### src/rtl/nvcmd_pkg.sv
package nvcmd_pkg;

    localparam logic [7:0] OP_STORE  = 8'h3C;
    localparam logic [7:0] OP_RECALL = 8'h60;
    localparam logic [7:0] OP_AS_ON  = 8'h59;
    localparam logic [7:0] OP_AS_OFF = 8'h19;
    localparam logic [7:0] OP_SLEEP  = 8'hB9;

    typedef enum logic [2:0] {
        CMD_NONE,
        CMD_STORE,
        CMD_RECALL,
        CMD_AS_ON,
        CMD_AS_OFF,
        CMD_SLEEP
    } cmd_e;

    typedef enum logic [2:0] {
        ST_PWRUP,
        ST_IDLE,
        ST_STORE,
        ST_RECALL,
        ST_SETTLE,
        ST_SLEEP_WAIT,
        ST_SLEEP_STORE,
        ST_ASLEEP
    } state_e;

    typedef struct packed {
        logic store_go;
        logic recall_go;
        logic persist;
        logic reject;
    } pulse_t;

    function automatic cmd_e decode_op(input logic [7:0] b);
        cmd_e c;
        case (b)
            OP_STORE:  c = CMD_STORE;
            OP_RECALL: c = CMD_RECALL;
            OP_AS_ON:  c = CMD_AS_ON;
            OP_AS_OFF: c = CMD_AS_OFF;
            OP_SLEEP:  c = CMD_SLEEP;
            default:   c = CMD_NONE;
        endcase
        return c;
    endfunction

    function automatic int max3(input int a, input int b, input int c);
        int m;
        m = (a > b) ? a : b;
        return (m > c) ? m : c;
    endfunction

endpackage

### src/rtl/nvcmd_decode.sv
module nvcmd_decode
    import nvcmd_pkg::*;
#(
    parameter int          ADDR_W   = 8,
    parameter logic [ADDR_W-1:0] CMD_ADDR = ADDR_W'(8'hAA)
) (
    input  logic              wr_en,
    input  logic [ADDR_W-1:0] addr,
    input  logic [7:0]        data,
    output logic              hit,
    output cmd_e              cmd
);
    always_comb begin
        hit = wr_en && (addr == CMD_ADDR);
        cmd = hit ? decode_op(data) : CMD_NONE;
    end
endmodule

### src/rtl/nvcmd_timer.sv
module nvcmd_timer #(
    parameter int CNT_W = 8
) (
    input  logic             clk,
    input  logic             rst,
    input  logic             load,
    input  logic [CNT_W-1:0] load_val,
    output logic             expired
);
    logic [CNT_W-1:0] cnt_q;

    always_ff @(posedge clk) begin
        if (rst)                 cnt_q <= '0;
        else if (load)           cnt_q <= load_val;
        else if (cnt_q != '0)    cnt_q <= cnt_q - 1'b1;
    end

    assign expired = (cnt_q == '0);
endmodule

### src/rtl/nvcmd_dirty.sv
module nvcmd_dirty (
    input  logic clk,
    input  logic rst,
    input  logic set,
    input  logic clr,
    output logic dirty
);
    always_ff @(posedge clk) begin
        if (rst)       dirty <= 1'b0;
        else if (clr)  dirty <= 1'b0;
        else if (set)  dirty <= 1'b1;
    end
endmodule

### src/rtl/nvcmd_sequencer.sv
module nvcmd_sequencer
    import nvcmd_pkg::*;
#(
    parameter int ADDR_W     = 8,
    parameter int CMD_ADDR   = 'hAA,
    parameter int STORE_CYC  = 40,
    parameter int RECALL_CYC = 24,
    parameter int SS_CYC     = 8
) (
    input  logic              clk,
    input  logic              rst,
    input  logic              reg_wr_en,
    input  logic [ADDR_W-1:0] reg_addr,
    input  logic [7:0]        reg_wdata,
    input  logic              sram_wr,
    input  logic              wake,
    output logic              busy,
    output logic              store_start,
    output logic              recall_start,
    output logic              persist,
    output logic              cmd_rejected,
    output logic              dirty,
    output logic              autostore_en,
    output logic              hsb_n,
    output logic              sleeping
);
    localparam int MAX_CYC = max3(STORE_CYC, RECALL_CYC, SS_CYC);
    localparam int CNT_W   = $clog2(MAX_CYC + 1);
    localparam logic [CNT_W-1:0] LD_STORE  = CNT_W'(STORE_CYC - 1);
    localparam logic [CNT_W-1:0] LD_RECALL = CNT_W'(RECALL_CYC - 1);
    localparam logic [CNT_W-1:0] LD_SS     = CNT_W'(SS_CYC - 1);

    state_e           state_q, state_d;
    logic             asen_q, asen_d;
    pulse_t           pulse_q, pulse_d;
    logic             hit;
    cmd_e             cmd;
    logic             tmr_load, tmr_expired;
    logic [CNT_W-1:0] tmr_val;
    logic             dirty_clr;

    nvcmd_decode #(
        .ADDR_W   (ADDR_W),
        .CMD_ADDR (ADDR_W'(CMD_ADDR))
    ) decode_i (
        .wr_en (reg_wr_en),
        .addr  (reg_addr),
        .data  (reg_wdata),
        .hit   (hit),
        .cmd   (cmd)
    );

    nvcmd_timer #(.CNT_W(CNT_W)) timer_i (
        .clk      (clk),
        .rst      (rst),
        .load     (tmr_load),
        .load_val (tmr_val),
        .expired  (tmr_expired)
    );

    nvcmd_dirty dirty_i (
        .clk   (clk),
        .rst   (rst),
        .set   (sram_wr && !busy),
        .clr   (dirty_clr),
        .dirty (dirty)
    );

    assign busy = (state_q != ST_IDLE);

    always_comb begin
        state_d   = state_q;
        asen_d    = asen_q;
        pulse_d   = '0;
        tmr_load  = 1'b0;
        tmr_val   = '0;
        dirty_clr = 1'b0;

        pulse_d.reject = hit && busy;

        case (state_q)
            ST_PWRUP: begin
                state_d           = ST_RECALL;
                tmr_load          = 1'b1;
                tmr_val           = LD_RECALL;
                pulse_d.recall_go = 1'b1;
            end
            ST_IDLE: begin
                case (cmd)
                    CMD_STORE: begin
                        state_d          = ST_STORE;
                        tmr_load         = 1'b1;
                        tmr_val          = LD_STORE;
                        pulse_d.store_go = 1'b1;
                    end
                    CMD_RECALL: begin
                        state_d           = ST_RECALL;
                        tmr_load          = 1'b1;
                        tmr_val           = LD_RECALL;
                        pulse_d.recall_go = 1'b1;
                    end
                    CMD_AS_ON, CMD_AS_OFF: begin
                        state_d  = ST_SETTLE;
                        tmr_load = 1'b1;
                        tmr_val  = LD_SS;
                        asen_d   = (cmd == CMD_AS_ON);
                    end
                    CMD_SLEEP: begin
                        state_d  = ST_SLEEP_WAIT;
                        tmr_load = 1'b1;
                        tmr_val  = LD_SS;
                    end
                    default: ;
                endcase
            end
            ST_STORE: begin
                if (tmr_expired) begin
                    state_d         = ST_IDLE;
                    dirty_clr       = 1'b1;
                    pulse_d.persist = 1'b1;
                end
            end
            ST_RECALL: begin
                if (tmr_expired) begin
                    state_d   = ST_IDLE;
                    dirty_clr = 1'b1;
                end
            end
            ST_SETTLE: begin
                if (tmr_expired) state_d = ST_IDLE;
            end
            ST_SLEEP_WAIT: begin
                if (tmr_expired) begin
                    if (dirty) begin
                        state_d          = ST_SLEEP_STORE;
                        tmr_load         = 1'b1;
                        tmr_val          = LD_STORE;
                        pulse_d.store_go = 1'b1;
                    end else begin
                        state_d = ST_ASLEEP;
                    end
                end
            end
            ST_SLEEP_STORE: begin
                if (tmr_expired) begin
                    state_d         = ST_ASLEEP;
                    dirty_clr       = 1'b1;
                    pulse_d.persist = 1'b1;
                end
            end
            ST_ASLEEP: begin
                if (wake) state_d = ST_IDLE;
            end
            default: state_d = ST_IDLE;
        endcase
    end

    always_ff @(posedge clk) begin
        if (rst) begin
            state_q <= ST_PWRUP;
            asen_q  <= 1'b1;
            pulse_q <= '0;
        end else begin
            state_q <= state_d;
            asen_q  <= asen_d;
            pulse_q <= pulse_d;
        end
    end

    assign store_start  = pulse_q.store_go;
    assign recall_start = pulse_q.recall_go;
    assign persist      = pulse_q.persist;
    assign cmd_rejected = pulse_q.reject;
    assign autostore_en = asen_q;
    assign sleeping     = (state_q == ST_ASLEEP);
    assign hsb_n        = !((state_q == ST_SLEEP_STORE) || (state_q == ST_ASLEEP));

endmodule

### config.mk
export PLATFORM = sky130hd
export DESIGN_NAME = nvcmd_sequencer
export DESIGN_NICKNAME = d
export VERILOG_FILES = /design/src/rtl/nvcmd_pkg.sv /design/src/rtl/nvcmd_decode.sv /design/src/rtl/nvcmd_timer.sv /design/src/rtl/nvcmd_dirty.sv /design/src/rtl/nvcmd_sequencer.sv
export SDC_FILE = /design/constraint.sdc
export NUM_CORES = 1
export LEC_CHECK = 0
export ABC_AREA = 1
export BUFFER_PORTS_ARGS = -buffer_cell sky130_fd_sc_hd__buf_2
export CAP_MARGIN = 20
export CORE_ASPECT_RATIO = 1.5
export CORE_MARGIN = 4
export CORE_UTILIZATION = 40
export CTS_BUF_LIST = sky130_fd_sc_hd__clkbuf_4
export DETAILED_ROUTE_END_ITERATION = 12
export GPL_ROUTABILITY_DRIVEN = 0
export GPL_TIMING_DRIVEN = 0
export PLACE_DENSITY = 0.73
export SETUP_SLACK_MARGIN = 0.05
export SYNTH_ARGS = -nofsm -noshare
export SYNTH_HDL_FRONTEND = slang
export SYNTH_SLANG_ARGS = --single-unit
export TNS_END_PERCENT = 1
### constraint.sdc
create_clock -name clk -period 1.92 [get_ports clk]
set_clock_uncertainty 0.2 [all_clocks]
set_input_delay 0 -clock clk [delete_from_list [all_inputs] [get_ports clk]]
set_output_delay 0 -clock clk [all_outputs]
set_load 0.02 [all_outputs]
==> results.ini, run 1 <==
[final_layout]
layout_commonest_cell=nand2_1
area_growth_syn_to_layout_pct=25.1
n_antenna_cell=0
layout_common_cells=nand2_1 (34), inv_1 (33), nor2_1 (30)
drive_gt1_share_pct=30.8
final_nets=244
final_cells=258
fillers=293

[yosys]
synthCells=183
ys.flop_type=dfxtp_1
ys_types=29
ys_ff_latch=15
synthesis.area_sq_um=1170
async_reset_ff_share_pct=0
synth_edf_count=0
ys_seq_area_share_pct=25.6
syn_avg_cell_area_sq_um=6.41
yosys_warnings=0
synth_fp_nets=205

[critical_path]
crit_required_ns=1.91
crit_arrival_ns=1.72
crit_top_cell=nand2_2
worstPathCellList=inv_1 > ha_1 > nand2_2 > nor2_2 > nand2_4 > a31oi_2 > nand2_2 > inv_2 > nand2_2 > nor2_1 > nor2_1
cp_max_fo=6
endpoint_kind=flip-flop
slowest_delay_ns=0.32
crit_path_start_kind=flip-flop
path_class=flip-flop to flip-flop
slowest_stage=dfxtp_1

[sta]
fin_ws_ns=0.192
finalCritPeriodShare_pct=90.0
rsz0062_at_grt=true
finalHoldViolations=0
fmax_mhz=579
slew_violations=0
slew-limit-headroom_pct=76.0
setup_viol=0
fin_crit_ns=1.73
worst_pin_slew_ns=0.359
setup_tns_ns=0

[worst_hold_path]
min_path_type=input pin to flip-flop

[route]
top_layer_used=met4
wl_met1_um=887
wirelength_um=2420
avgRoutedWirePerCell_um=9.40
num_vias=1176
ant_nets=0
route.met3.wl_um=83
dr.pass1.iters=4
first_iter_violations=11
avgViaCountPerCell=4.56
drc=0
met2_length_um=1390

[die]
fp-row-count=23
start_util_pct=42.9
pin_count=30
die_width_um=52.2
fp.dieH_um=74.3
dieArea_sq_um=3880
fp.coreArea_sq_um=2730

[power]
leakage_nw=0.765
power_density_nw_per_um2=1240
finalPower_mw=1.82
p_sw_mw=0.894
p_clk_share_pct=11.0
swShare_pct=49.1
pwr-share-comb_pct=61.3
internal_power_mw=0.928
vdd_drop_max_mv=0.447
sequentialPowerShare_pct=27.8

[global_routing]
grtUsageTotal_pct=14.3
grt_max_degree=9
antenna_found_initial=0
overflow=0
grt_pass1_wl_um=4220
grt_pass1_vias=1089

[placement]
port_buffers=29
dp_slack_ns=0.0556
place.detailed.instances=249
hpwl_um=2040

[cts]
path_clk_slew_ns=0.09
clk_latency_ns=0.29
cts_setup_buffers=0
cts.sinks=15
h-tree-depth=1
clk_path_buf_depth=2
cts_tree=done
cts_root_buffer=clkbuf_4
cts_buffers=3

[status]
status=complete, no violations

[job]
cap_violations=0

-- logic make-up after synthesis --
kind of cell / count (synthesis) / synth area share [%]
and+or+nand+nor: 109 / 50.2
buffers and inverters: 40 / 13.4
DFF: 15 / 25.6
AOI/OAI and AO/OA: 14 / 6.72
xor gates and xnor gates: 4 / 2.99
adders and majority gates: 1 / 1.07
-- power groups by stage --
stage	clock network (mW)	registers (mW)	logic [mW]
after floorplan	0	0.513	0.849
after global placement	0	0.507	1.05
after detailed placement	0	0.510	1.07
after CTS	0.204	0.503	1.09
after global routing	0.216	0.520	1.29
final	0.199	0.506	1.12
-- Yosys cell counts, types with 2 or more instances --
cell type	number	area, sq um
nor2_1	30	113
nand3_1	6	30.0
xnor2_1	2	17.5
nand2_2	11	68.8
nand3_2	2	20.0
nor2_4	2	22.5
o21ai_1	5	25.0
o21ai_0	2	10.0
nor2_2	6	37.5
dfxtp_1	15	300
a21oi_1	4	20.0
inv_1	33	124
nor3_1	3	15.0
nand4_1	7	43.8
inv_2	5	18.8
nand3_4	2	35.0
nor2_8	2	40.0
nand2_1	34	128
xor2_1	2	17.5
-- cell type report --
cell class | instances | area (sq um) | share of cell area [%]
Multi-Input combinational cell | 128 | 736 | 50.1
Sequential cell | 15 | 300 | 20.5
Timing Repair Buffer | 34 | 195 | 13.3
Inverter | 39 | 149 | 10.1
Tap cell | 37 | 46.3 | 3.15
Clock buffer | 4 | 30.0 | 2.05
Buffer | 1 | 11.3 | 0.767
-- routing by layer --
layer | track usage [%] | vias up
met5 | 0 | -
met4 | 8.52 | 0
met3 | 1.20 | 5
met2 | 28.3 | 20
met1 | 13.8 | 511
li1 | - | 640
-- stage by stage --
step           hold slack [ns]  util, %  instance area, sq um
4_1_cts                0.00847     52.9                  1450
6_report                0.0303     53.7                  1470
5_1_grt                 0.0693     53.7                  1470
2_1_floorplan           -0.128        -                  1170
3_3_place_gp            0.0782     49.9                  1370
3_5_place_dp            0.0809     49.9                  1370
-- repair_timing --
| action | in CTS | in global routing |
|---|---|---|
| endpoints found under the hold margin | 8 | 0 |
| setup endpoints to repair | 2 | 7 |
| pin swaps | 0 | 0 |
| hold buffers | 5 | 0 |
| gates cloned | 0 | 0 |
| resized for setup | 1 | 4 |
-- worst max-delay path: cells and delay by family, from the launching register on --
| family | cells | cell delay, ns |
|---|---|---|
| flops | 1 | 0.32 |
| fa+ha+maj | 1 | 0.18 |
| buf+inv | 2 | 0.16 |
| compound gates | 1 | 0.16 |
| simple gates | 7 | 0.61 |
-- sequential cells by signal, indices dropped and copies added (netlist names) --
signal,flops
cmd_rejected,1
state_q,3
dirty_i.dirty,1
persist,1
recall_start,1
store_start,1
timer_i.cnt_q,6
autostore_en,1
-- path summary, 6_finish.rpt --
kind                    start           end  slack, ns  cells past startpoint
max          timer_i.cnt_q[0]    state_q[1]       0.19                     11
min                      wake    state_q[0]       0.03                      6
min reg2reg      autostore_en  autostore_en       0.28                      1
max reg2reg  timer_i.cnt_q[0]    state_q[1]       0.19                     11
(Power assumes the default switching activity.)
==> run 2: changes to the inputs <==
==> constraint.sdc (replaced) <==
create_clock -name clk -period 2.1 [get_ports clk]
set_clock_uncertainty 0.2 [all_clocks]
set_input_delay 0 -clock clk [delete_from_list [all_inputs] [get_ports clk]]
set_output_delay 0 -clock clk [all_outputs]
set_load 0.02 [all_outputs]
==> run 2 against run 1 <==
Net effect: the run now ends with negative hold slack left; setup slack improved by 0.055 ns; sequential share of layout area increased by 0.32 points; global-route usage stayed put; wire length fell by 0.25%; largest cell class unchanged; largest power group unchanged.
==> results.ini, run 2 (same netlist as run 1, synthesis figures left out) <==
[status]
status=complete, but fails checks  ; was complete, no violations
violations=negative hold slack

[sta]
rsz0062_at_grt=false  ; was true
setup_viol=0  ; unchanged
fmax_mhz=540  ; was 579 MHz
finalCritPeriodShare_pct=88.2  ; was 90.0%
fin_hold_ws_ns=-0.00322  ; was 0.0303 ns
slew_violations=0  ; unchanged
worst_pin_slew_ns=0.325  ; was 0.359 ns
slew-limit-headroom_pct=78.2  ; was 76.0%
finalHoldViolations=1  ; was 0
fin_crit_ns=1.85  ; was 1.73 ns
setup_tns_ns=0  ; unchanged

[power]
vdd_drop_max_mv=0.403  ; was 0.447 mV
power_density_nw_per_um2=1120  ; was 1240 nW/um^2
leakage_nw=0.755  ; was 0.765 nW

[critical_path]
slowest_stage=dfxtp_1  ; unchanged
worstPathCellList=inv_1 > ha_1 > nand2_2 > nor2_2 > nand2_2 > clkinv_1 > nand4_2 > nand3_4 > o21ai_1 > inv_1  ; was inv_1 > ha_1 > nand2_2 > nor2_2 > nand2_4 > a31oi_2 > nand2_2 > inv_2 > nand2_2 > nor2_1 > nor2_1
crit_path_start_kind=flip-flop  ; unchanged
crit_arrival_ns=1.85  ; was 1.72 ns
crit_required_ns=2.10  ; was 1.91 ns
slowest_delay_ns=0.34  ; was 0.32 ns
endpoint_kind=flip-flop  ; unchanged
cp_max_fo=6  ; unchanged
path_class=flip-flop to flip-flop  ; unchanged

[placement]
hpwl_um=2040  ; unchanged
port_buffers=29  ; unchanged

[job]
cap_violations=0  ; unchanged

[route]
drc=0  ; unchanged
ant_nets=0  ; unchanged
num_vias=1179  ; was 1,176
dr.pass1.iters=3  ; was 4
avgRoutedWirePerCell_um=9.37  ; was 9.40 um
avgViaCountPerCell=4.57  ; was 4.56
first_iter_violations=14  ; was 11
wirelength_um=2420  ; about the same

[final_layout]
top_regs=timer_i.cnt_q: 6 flops, state_q: 3 flops  ; unchanged
final_nets=244  ; unchanged
fillers=296  ; was 293
layout_common_cells=nand2_1 (34), inv_1 (33), nor2_1 (30)  ; unchanged
area_growth_syn_to_layout_pct=23.1  ; was 25.1%
layout_commonest_cell=nand2_1  ; unchanged
largest-register=timer_i.cnt_q  ; unchanged
drive_gt1_share_pct=29.9  ; was 30.8%
largest_reg_flops=6  ; unchanged
n_antenna_cell=0  ; unchanged

[global_routing]
overflow=0  ; unchanged
grt_pass1_wl_um=4220  ; unchanged
grt_pass1_vias=1089  ; unchanged
antenna_found_initial=0  ; unchanged
grt_max_degree=9  ; unchanged
grtUsageTotal_pct=14.3  ; unchanged

[die]
die_width_um=52.2  ; unchanged
fp.coreArea_sq_um=2730  ; unchanged
dieArea_sq_um=3880  ; unchanged
start_util_pct=42.9  ; unchanged
pin_count=30  ; unchanged
fp.dieH_um=74.3  ; unchanged
fp-row-count=23  ; unchanged

[cts]
path_clk_slew_ns=0.09  ; about the same
clk_latency_ns=0.29  ; about the same
cts_setup_buffers=0  ; unchanged
cts_root_buffer=clkbuf_4  ; unchanged
cts_tree=done  ; unchanged
cts.sinks=15  ; unchanged
clk_path_buf_depth=2  ; unchanged
h-tree-depth=1  ; unchanged
cts_buffers=3  ; unchanged
ctsResizeCount=0  ; was 1
postCtsHoldBufs=5  ; unchanged

[worst_hold_path]
min_path_type=input pin to flip-flop  ; unchanged

==> run 2: cell types whose count changed in the layout (fill, tap and decap cells not counted), sizes merged <==
cell	before	now
clkinv	0	1
inv	39	38
==> run 2: through the flow <==
step,cell area (sq um),utilization [%],instances,setup WS (ns),power (mW)
2_1_floorplan,1170,-,183,0.402,1.25
3_3_place_gp,1370,49.9,249,0.292,1.43
3_5_place_dp,1370,49.9,249,0.236,1.44
4_1_cts,1450,52.9,258,0.221,1.64
5_1_grt,1450,52.9,258,0.0709,1.80
6_report,1450,52.9,258,0.248,1.62
==> run 2: final timing paths <==
path / startpoint / end / slack (ns) / cells after the start
hold reg to reg: autostore_en / autostore_en / 0.28 / 1
hold / removal: wake / state_q[0] / -0.003 / 6
setup reg to reg: timer_i.cnt_q[0] / timer_i.cnt_q[2] / 0.25 / 10
setup / recovery: timer_i.cnt_q[0] / timer_i.cnt_q[2] / 0.25 / 10
==> run 2: power by group <==
part	switching [mW]	internal, mW
sequential	0.0791	0.382
combinational	0.613	0.364
clock	0.0977	0.0869
==> run 2: area by class of cell <==
class                   instances  area (sq um)  share of cell area, %
well taps                      37          46.3                   3.20
clock buffers                   4          30.0                   2.08
multi-input cells             128           716                   49.5
repair buffers                 34           195                   13.5
plain buffers                   1          11.3                  0.779
flip-flops and latches         15           300                   20.8
inverters                      39           146                   10.1
==> run 2: layer usage <==
metal	part of all wire (%)	up-vias	global-route usage, %
met1	37	514	13.8
met5	0	-	0
met2	57	20	28.3
met4	2.7	0	8.52
li1	-	640	-
met3	3.4	5	1.20
==> run 2: worst max-delay path: cells and delay by family, from the launching register on <==
kind,cells,cell delay (ns)
compound gates,1,0.13
fa+ha+maj,1,0.22
buf+inv,3,0.30
flops,1,0.34
simple gates,5,0.56
